[config.mk]
export PLATFORM = sky130hd
export DESIGN_NAME = wdog_timer
export DESIGN_NICKNAME = d
export VERILOG_FILES = /design/src/rtl/wdog_pkg.sv /design/src/rtl/wdog_regs.sv /design/src/rtl/wdog_counter.sv /design/src/rtl/wdog_timer.sv
export SDC_FILE = /design/constraint.sdc
export NUM_CORES = 1
export LEC_CHECK = 0
export BUFFER_PORTS_ARGS = -buffer_cell sky130_fd_sc_hd__buf_4
export CORE_MARGIN = 1.5
export CORE_UTILIZATION = 30
export DETAILED_ROUTE_END_ITERATION = 6
export GPL_TIMING_DRIVEN = 0
export HOLD_SLACK_MARGIN = 0.05
export PLACE_DENSITY_LB_ADDON = 0.08
export SYNTH_ARGS = -nofsm -noshare
export SYNTH_HDL_FRONTEND = slang
export SYNTH_SLANG_ARGS = --single-unit
[constraint.sdc]
create_clock -name clk -period 3.4 [get_ports clk]
set_input_delay 0.68 -clock clk [delete_from_list [all_inputs] [get_ports clk]]
set_output_delay 0.68 -clock clk [all_outputs]
set_load 0.02 [all_outputs]
[src/rtl/wdog_pkg.sv]
package wdog_pkg;
  localparam int OFF_LOAD  = 'h000;
  localparam int OFF_COUNT = 'h004;
  localparam int OFF_CTRL  = 'h008;
  localparam int OFF_CLEAR = 'h00C;
  localparam int OFF_RAW   = 'h010;
  localparam int OFF_MASK  = 'h014;
  localparam int OFF_LOCK  = 'hC00;
  localparam logic [31:0] UNLOCK_KEY = 32'h1ACC_E551;
endpackage

[src/rtl/wdog_regs.sv]
module wdog_regs
  import wdog_pkg::*;
#(
  parameter int DW = 32,
  parameter int AW = 12
) (
  input  logic          clk,
  input  logic          rst_n,
  input  logic [AW-1:0] bus_addr,
  input  logic          bus_we,
  input  logic [DW-1:0] bus_wdata,
  output logic [DW-1:0] load_q,
  output logic          int_en_q,
  output logic          res_en_q,
  output logic          locked_q,
  output logic          ld_wr,
  output logic          clr_wr,
  output logic          en_rise
);
  logic          wr_ok, ctrl_wr, lock_wr;
  logic [DW-1:0] load_d;
  logic          int_en_d, res_en_d, locked_d;

  always_comb begin
    wr_ok   = bus_we && !locked_q;
    ld_wr   = wr_ok && (bus_addr == AW'(OFF_LOAD));
    ctrl_wr = wr_ok && (bus_addr == AW'(OFF_CTRL));
    clr_wr  = wr_ok && (bus_addr == AW'(OFF_CLEAR));
    lock_wr = bus_we && (bus_addr == AW'(OFF_LOCK));
    en_rise = ctrl_wr && bus_wdata[0] && !int_en_q;

    load_d   = load_q;
    int_en_d = int_en_q;
    res_en_d = res_en_q;
    locked_d = locked_q;
    if (ld_wr) load_d = bus_wdata;
    if (ctrl_wr) begin
      int_en_d = bus_wdata[0];
      res_en_d = bus_wdata[1];
    end
    if (lock_wr) locked_d = (bus_wdata[31:0] != UNLOCK_KEY);
  end

  always_ff @(posedge clk or negedge rst_n) begin
    if (!rst_n) begin
      load_q   <= '0;
      int_en_q <= 1'b0;
      res_en_q <= 1'b0;
      locked_q <= 1'b0;
    end else begin
      load_q   <= load_d;
      int_en_q <= int_en_d;
      res_en_q <= res_en_d;
      locked_q <= locked_d;
    end
  end

  // while locked, a write to the reload register leaves it unchanged
  p_locked_load_r10: assert property (@(posedge clk) disable iff (!rst_n)
    (locked_q && bus_we && bus_addr == AW'(OFF_LOAD)) |=> $stable(load_q));

  // the key value always opens the lock
  p_unlock_key_r10: assert property (@(posedge clk) disable iff (!rst_n)
    (bus_we && bus_addr == AW'(OFF_LOCK) && bus_wdata[31:0] == UNLOCK_KEY) |=> !locked_q);
endmodule

[src/rtl/wdog_counter.sv]
module wdog_counter #(
  parameter int DW = 32
) (
  input  logic          clk,
  input  logic          rst_n,
  input  logic          tick_en,
  input  logic          int_en,
  input  logic          res_en,
  input  logic [DW-1:0] load_q,
  input  logic          ld_wr,
  input  logic [DW-1:0] ld_val,
  input  logic          clr_wr,
  input  logic          en_rise,
  output logic [DW-1:0] cnt_q,
  output logic          raw_q,
  output logic          rst_q
);
  logic [DW-1:0] cnt_d;
  logic          raw_d, rst_d, step, expire;

  always_comb begin
    step   = tick_en && int_en && !ld_wr && !clr_wr && !en_rise;
    expire = step && (cnt_q == '0);
    cnt_d  = cnt_q;
    raw_d  = raw_q;
    rst_d  = rst_q;
    if (ld_wr)                 cnt_d = ld_val;
    else if (clr_wr || en_rise) cnt_d = load_q;
    else if (expire)            cnt_d = load_q;
    else if (step)              cnt_d = cnt_q - 1'b1;
    if (clr_wr)      raw_d = 1'b0;
    else if (expire) raw_d = 1'b1;
    if (expire && raw_q && res_en) rst_d = 1'b1;
  end

  always_ff @(posedge clk or negedge rst_n) begin
    if (!rst_n) begin
      cnt_q <= '0;
      raw_q <= 1'b0;
      rst_q <= 1'b0;
    end else begin
      cnt_q <= cnt_d;
      raw_q <= raw_d;
      rst_q <= rst_d;
    end
  end

  p_load_restart_r2: assert property (@(posedge clk) disable iff (!rst_n)
    ld_wr |=> cnt_q == $past(ld_val));

  p_decrement_r4: assert property (@(posedge clk) disable iff (!rst_n)
    (step && cnt_q != '0) |=> cnt_q == $past(cnt_q) - 1'b1);

  p_expire_r5: assert property (@(posedge clk) disable iff (!rst_n)
    (step && cnt_q == '0) |=> (raw_q && cnt_q == $past(load_q)));

  p_clear_r7: assert property (@(posedge clk) disable iff (!rst_n)
    clr_wr |=> !raw_q);

  p_rst_sticky_r8: assert property (@(posedge clk) disable iff (!rst_n)
    rst_q |=> rst_q);
endmodule

[src/rtl/wdog_timer.sv]
module wdog_timer
  import wdog_pkg::*;
#(
  parameter int DW = 32,
  parameter int AW = 12
) (
  input  logic          clk,
  input  logic          rst_n,
  input  logic          tick_en,
  input  logic [AW-1:0] bus_addr,
  input  logic          bus_we,
  input  logic [DW-1:0] bus_wdata,
  output logic [DW-1:0] bus_rdata,
  output logic          irq,
  output logic          wdog_rst
);
  logic [DW-1:0] load_q, cnt_q;
  logic          int_en, res_en, locked, ld_wr, clr_wr, en_rise, raw;
  logic          masked;

  wdog_regs #(.DW(DW), .AW(AW)) u_regs (
    .clk(clk), .rst_n(rst_n), .bus_addr(bus_addr), .bus_we(bus_we),
    .bus_wdata(bus_wdata), .load_q(load_q), .int_en_q(int_en),
    .res_en_q(res_en), .locked_q(locked), .ld_wr(ld_wr), .clr_wr(clr_wr),
    .en_rise(en_rise)
  );

  wdog_counter #(.DW(DW)) u_cnt (
    .clk(clk), .rst_n(rst_n), .tick_en(tick_en), .int_en(int_en),
    .res_en(res_en), .load_q(load_q), .ld_wr(ld_wr), .ld_val(bus_wdata),
    .clr_wr(clr_wr), .en_rise(en_rise), .cnt_q(cnt_q), .raw_q(raw),
    .rst_q(wdog_rst)
  );

  always_comb begin
    masked    = raw && int_en;
    irq       = masked;
    bus_rdata = '0;
    if      (bus_addr == AW'(OFF_LOAD))  bus_rdata = load_q;
    else if (bus_addr == AW'(OFF_COUNT)) bus_rdata = cnt_q;
    else if (bus_addr == AW'(OFF_CTRL))  bus_rdata = DW'({res_en, int_en});
    else if (bus_addr == AW'(OFF_RAW))   bus_rdata = DW'(raw);
    else if (bus_addr == AW'(OFF_MASK))  bus_rdata = DW'(masked);
    else if (bus_addr == AW'(OFF_LOCK))  bus_rdata = DW'(locked);
  end

  // the reset request is only ever set while a timeout is pending
  p_rst_needs_raw_r8: assert property (@(posedge clk) disable iff (!rst_n)
    $rose(wdog_rst) |-> $past(raw));
endmodule

; Word-level counts from Yosys, hierarchy flattened
; Index checks and enable logic that the tools add are counted.
[word_totals]
register_bits = 69
in_bits = 48
out_inout_bits = 34
[classes]
n_reduce_logical = 25
n_addsub = 1
n_eq_ne = 7
mux = 12
[op_table]
columns = cell, n
row1 = two-way mux 32 bit, 6
row2 = zero test 32 bit, 1
row3 = "inequality test 32 x 29 -> 1 bit, second input constant", 1
row4 = "subtractor 32 x 1 -> 32 bit, second input constant", 1
row5 = "equality test 12 x 4 -> 1 bit, second input constant", 2
row6 = "equality test 12 x 5 -> 1 bit, second input constant", 2
row7 = logical AND 1 bit, 15
row8 = "equality test 12 bit, second input constant", 1
row9 = "equality test 12 x 3 -> 1 bit, second input constant", 1
row10 = zero test 12 bit, 1
row11 = zero test 1 bit, 5
row12 = two-way mux 1 bit, 5
row13 = nonzero test 4 bit, 1
row14 = two-way mux 2 bit, 1
row15 = nonzero test 2 bit, 1
row16 = logical OR 1 bit, 1

; Longest topological paths before layout
[depth]
ltp_word = 11
ltp_mapped = 10
mapped_depth_nobuf = 8

; Hierarchy
; A second synthesis with hierarchy kept.
[hier_totals]
hier_cells = 476
area_unflattened_um2 = 4679.5
[by_module_without_submodules]
columns = module, area_per_inst_um2, seq_area_each_um2, n_inst, cells_each
row1 = wdog_counter, 2436.1, 850.8, 1, 287
row2 = wdog_regs, 1649.1, 875.8, 1, 101
row3 = wdog_timer, 594.3, 0.0, 1, 88

; Worst setup path after synthesis
; OpenSTA, ideal clock, no wires.
[synth_path]
kind = input port to output port
start = input port bus_addr[9]
end = output port bus_rdata[10]
arrival_time_ns = 2.456
path_stages = 5
path_slack_ns = 0.264
cell_sequence = nor4_2 -> nand2_1 -> nor4_1 -> clkbuf_1 -> a22o_1
[synth_via]
elab_chain_cells = 3
[synth_lines]
columns = element, line
row1 = "start, declared", wdog_timer.sv:10  ; input logic [AW-1:0] bus_addr,
row2 = equality test 12 x 3 -> 1 bit, wdog_timer.sv:40  ; else if (bus_addr == AW'(OFF_COUNT)) bus_rdata = cnt_q;
row3 = two-way mux 32 bit, wdog_timer.sv:40
row4 = two-way mux 32 bit (*), wdog_timer.sv:39  ; if (bus_addr == AW'(OFF_LOAD)) bus_rdata = load_q;
row5 = "end, declared", wdog_timer.sv:13  ; output logic [DW-1:0] bus_rdata,
; Every way passes the cells marked *; elsewhere a longest branch is shown, timed or not.

; Worst setup path in the final report
[layout_path]
start = input port bus_addr[9]
end = output port bus_rdata[20]
; Same word-level chain as after synthesis.

==> impl_metrics.env <==
export IMPL_wire_per_inst_um=21.9
export IMPL_cp_required_ps=2720
export IMPL_p_leak_nw=2.70
export IMPL_synthCells=540
export IMPL_core_um2=14500
export IMPL_num_rows=44
export IMPL_clk_insertion_delay_late_ps=340
export IMPL_grt_pass1_vias=4590
export IMPL_synth_ff_type="dfrtp_1"
export IMPL_total_power_mw=2.06
export IMPL_track_usage_pct=23.4
export IMPL_cts_root_buffer="clkbuf_16"
export IMPL_setup_violations=0
export IMPL_initial_utilization_pct=30.7
export IMPL_yosysSeqAreaShare_pct=38.9
export IMPL_io_buffers=81
export IMPL_crit_type="in -> out"
export IMPL_cpMostUsedCell="buf_4"
export IMPL_vias_per_cell=5.74
export IMPL_ir_drop_v=0.000186
export IMPL_antenna_found_initial=0
export IMPL_hp_class="in -> async"
export IMPL_synth_edf_count=0
export IMPL_cts_sinks=69
export IMPL_ios=82
export IMPL_final_cell_mix="nand2_1, buf_4, dfrtp_1"
export IMPL_maxSlewHeadroom_pct=30.9
export IMPL_htree_levels=3
export IMPL_worstSetupEndpointType="output port"
export IMPL_routed_wl_um=18000
export IMPL_cts_inserted_buffers=9
export IMPL_cts_tree="yes"
export IMPL_max_cap_violations=0
export IMPL_grt_pass1_wl_um=27700
export IMPL_grt_start_max_net_pins=70
export IMPL_worstMarginPinSlew_ps=1030
export IMPL_worst_ep_arrival_time_ps=2570
export IMPL_postCtsHoldBufs=0
export IMPL_r2r_cells=6
export IMPL_max_freq_mhz=308
export IMPL_drive_gt1_share_pct=20.6
export IMPL_fin_tns_setup_ps=0
export IMPL_ant_nets=0
export IMPL_yosys_warnings=0
export IMPL_async_flop_share_pct=100
export IMPL_overflow=0
export IMPL_first_iter_violations=373
export IMPL_synth_distinct_cells=65
export IMPL_maxSlewViolCount=0
export IMPL_drcViolationCount=0
export IMPL_vias=4715
export IMPL_hold_violations=0
export IMPL_startpoint_type="primary input"
export IMPL_reg2reg_slack_ps=260
export IMPL_die_area_um2=15500
export IMPL_syn2layout_area_growth_pct=26.9
export IMPL_mappedNetlistNets=589
export IMPL_rsz0062_at_grt="no"
export IMPL_crit_fanout=10
export IMPL_fin_crit_sh_pct=95.6
export IMPL_worst_path_buf_inv=3
export IMPL_r2r_end="u_cnt.cnt_q[13]$_DFFE_PN0P_"
export IMPL_cp_slowest_stage_delay_ps=440
export IMPL_cp_slowest_cell="nor4_4"
export IMPL_nNetsFinal=682
export IMPL_clkTransAtPathRegs_ps=60
export IMPL_drt_pass1_iterations=5
export IMPL_outcome="completed"
export IMPL_cp_cell_sequence="buf_4 -> nor4_4 -> nand2_1 -> nor2_2 -> clkbuf_2 -> a22o_1 -> buf_4"
export IMPL_critical_path_top_delay_family="simple AND/OR/NAND/NOR gates"
export IMPL_ys_ff_latch=69
export IMPL_antenna_cells=0
export IMPL_period_minus_slack_ps=3250
export IMPL_cts_max_path_buffers=2
export IMPL_layout_commonest_cell="nand2_1"
export IMPL_fp_dieW_um=125
export IMPL_regToRegStartpoint="u_cnt.cnt_q[25]$_DFFE_PN0P_"
export IMPL_die_y_um=125
export IMPL_synth_cell_area_um2=4440
export IMPL_dpl_hpwl_um=12900
export IMPL_fin_skew_ps=6.12
export IMPL_place_congestion=0.875
export IMPL_syn_avg_cell_area_um2=8.23
export IMPL_power_density_nw_per_um2=365
## kinds of logic after synthesis
kind of cell    synth area share, %
simple gates                   32.6
compound gates                 20.8
flops                          38.9
buf+inv                        4.28
xor+xnor                       1.97
mux                            1.18
fa+ha+maj                     0.282
## synthesized netlist by cell type, types with 2 or more instances
cell type  count  share of area (%)
a21oi_1       13                1.5
or4_1          2               0.34
nor2_1        28                2.4
o31ai_1        2               0.34
and2_1         3               0.42
o211ai_1       2               0.34
o311ai_0       2               0.39
nor3_1        26                2.9
or2_1          2               0.28
nand2b_1       4               0.56
inv_1          9               0.76
o41a_1         2               0.51
a22oi_1        2               0.34
nor4b_2        2               0.68
a21boi_0       3               0.51
xor2_1         6                1.2
o41ai_1        6                1.2
a22o_1        30                5.9
nor4_1        18                2.5
a31oi_1        8                1.1
nor4_2         2               0.56
mux2i_1        3               0.68
nand4_1       14                2.0
o21bai_1       3               0.51
a211o_1        6                1.2
xnor2_1        4               0.79
nor4bb_1       3               0.68
o21ai_1        4               0.45
dfrtp_1       69                 39
buf_2          5               0.56
nor2b_1        2               0.28
or2_2          5               0.70
or3_1         15                2.1
and3_1         2               0.28
nor3b_1        3               0.51
buf_6          2               0.51
o21a_1         4               0.68
clkbuf_1      26                2.2
mux2_2         2               0.51
nand2_1      125                 11
a211oi_1       4               0.68
nand3_1       26                2.9
o21ai_0       19                2.1
## per-layer routing
metal	share of wire (%)	track usage, %
met1	47	33.2
met2	46	36.4
met4	1.9	7.71
met3	6.0	3.39
met5	0	0
## worst reg2reg max path, stage by stage, from the launching register on
cell	delay (ps)
dfrtp_1	440
or4_4	580
nor4_4	420
nor4b_2	650
a21oi_1	480
mux2i_1	220
a211oi_1	260
## worst max path at each step
stage	slack, ps	start	endpoint	cells past startpoint
final	150	bus_addr[9]	bus_rdata[20]	7
after global routing	6	bus_addr[9]	bus_rdata[22]	7
after CTS	70	bus_addr[9]	bus_rdata[22]	7
after detailed placement	-790	bus_addr[9]	bus_rdata[20]	7
after global placement	-750	bus_addr[9]	bus_rdata[20]	7
after floorplan	260	bus_addr[9]	bus_rdata[10]	5
## report_power, final
group | switching (mW) | total (mW) | internal [mW]
Sequential | 0.0195 | 0.855 | 0.836
Combinational | 0.142 | 0.237 | 0.0952
Clock | 0.359 | 0.965 | 0.605
## state kept, by name, summed over array words and instances (netlist names)
signal,cells
u_regs.load_q,32
u_regs.locked_q,1
u_regs.int_en_q,1
u_regs.res_en_q,1
u_cnt.rst_q,1
u_cnt.raw_q,1
u_cnt.cnt_q,32
## layout make-up
| class | instances | area, um^2 |
|---|---|---|
| fillers | 1501 | 8840 |
| multi-input cells | 427 | 2570 |
| flip-flops and latches | 69 | 1730 |
| repair buffers | 82 | 616 |
| clock buffers | 14 | 264 |
| well taps | 184 | 230 |
| plain buffers | 35 | 169 |
| inverters | 9 | 33.8 |
| clock inverters | 1 | 30.0 |
## stage by stage
step           util [%]  instances  instance area, um^2  worst slack, ps  hold WS (ps)
6_report           38.9        821                 5640              151           482
2_1_floorplan         -        540                 4440              264           384
4_1_cts            38.8        820                 5620             71.5           483
3_3_place_gp       36.5        805                 5280             -746           468
3_5_place_dp       36.5        805                 5280             -790           467
5_1_grt            38.9        821                 5640             5.80           498
## repair_timing
item                       4_1_cts  5_1_grt
setup buffers                    0        1
setup endpoints to repair       32       37
cloned                           0        0
resized for setup               12        2
pin swaps                        0        1
Power figures use the tool's default switching activity.
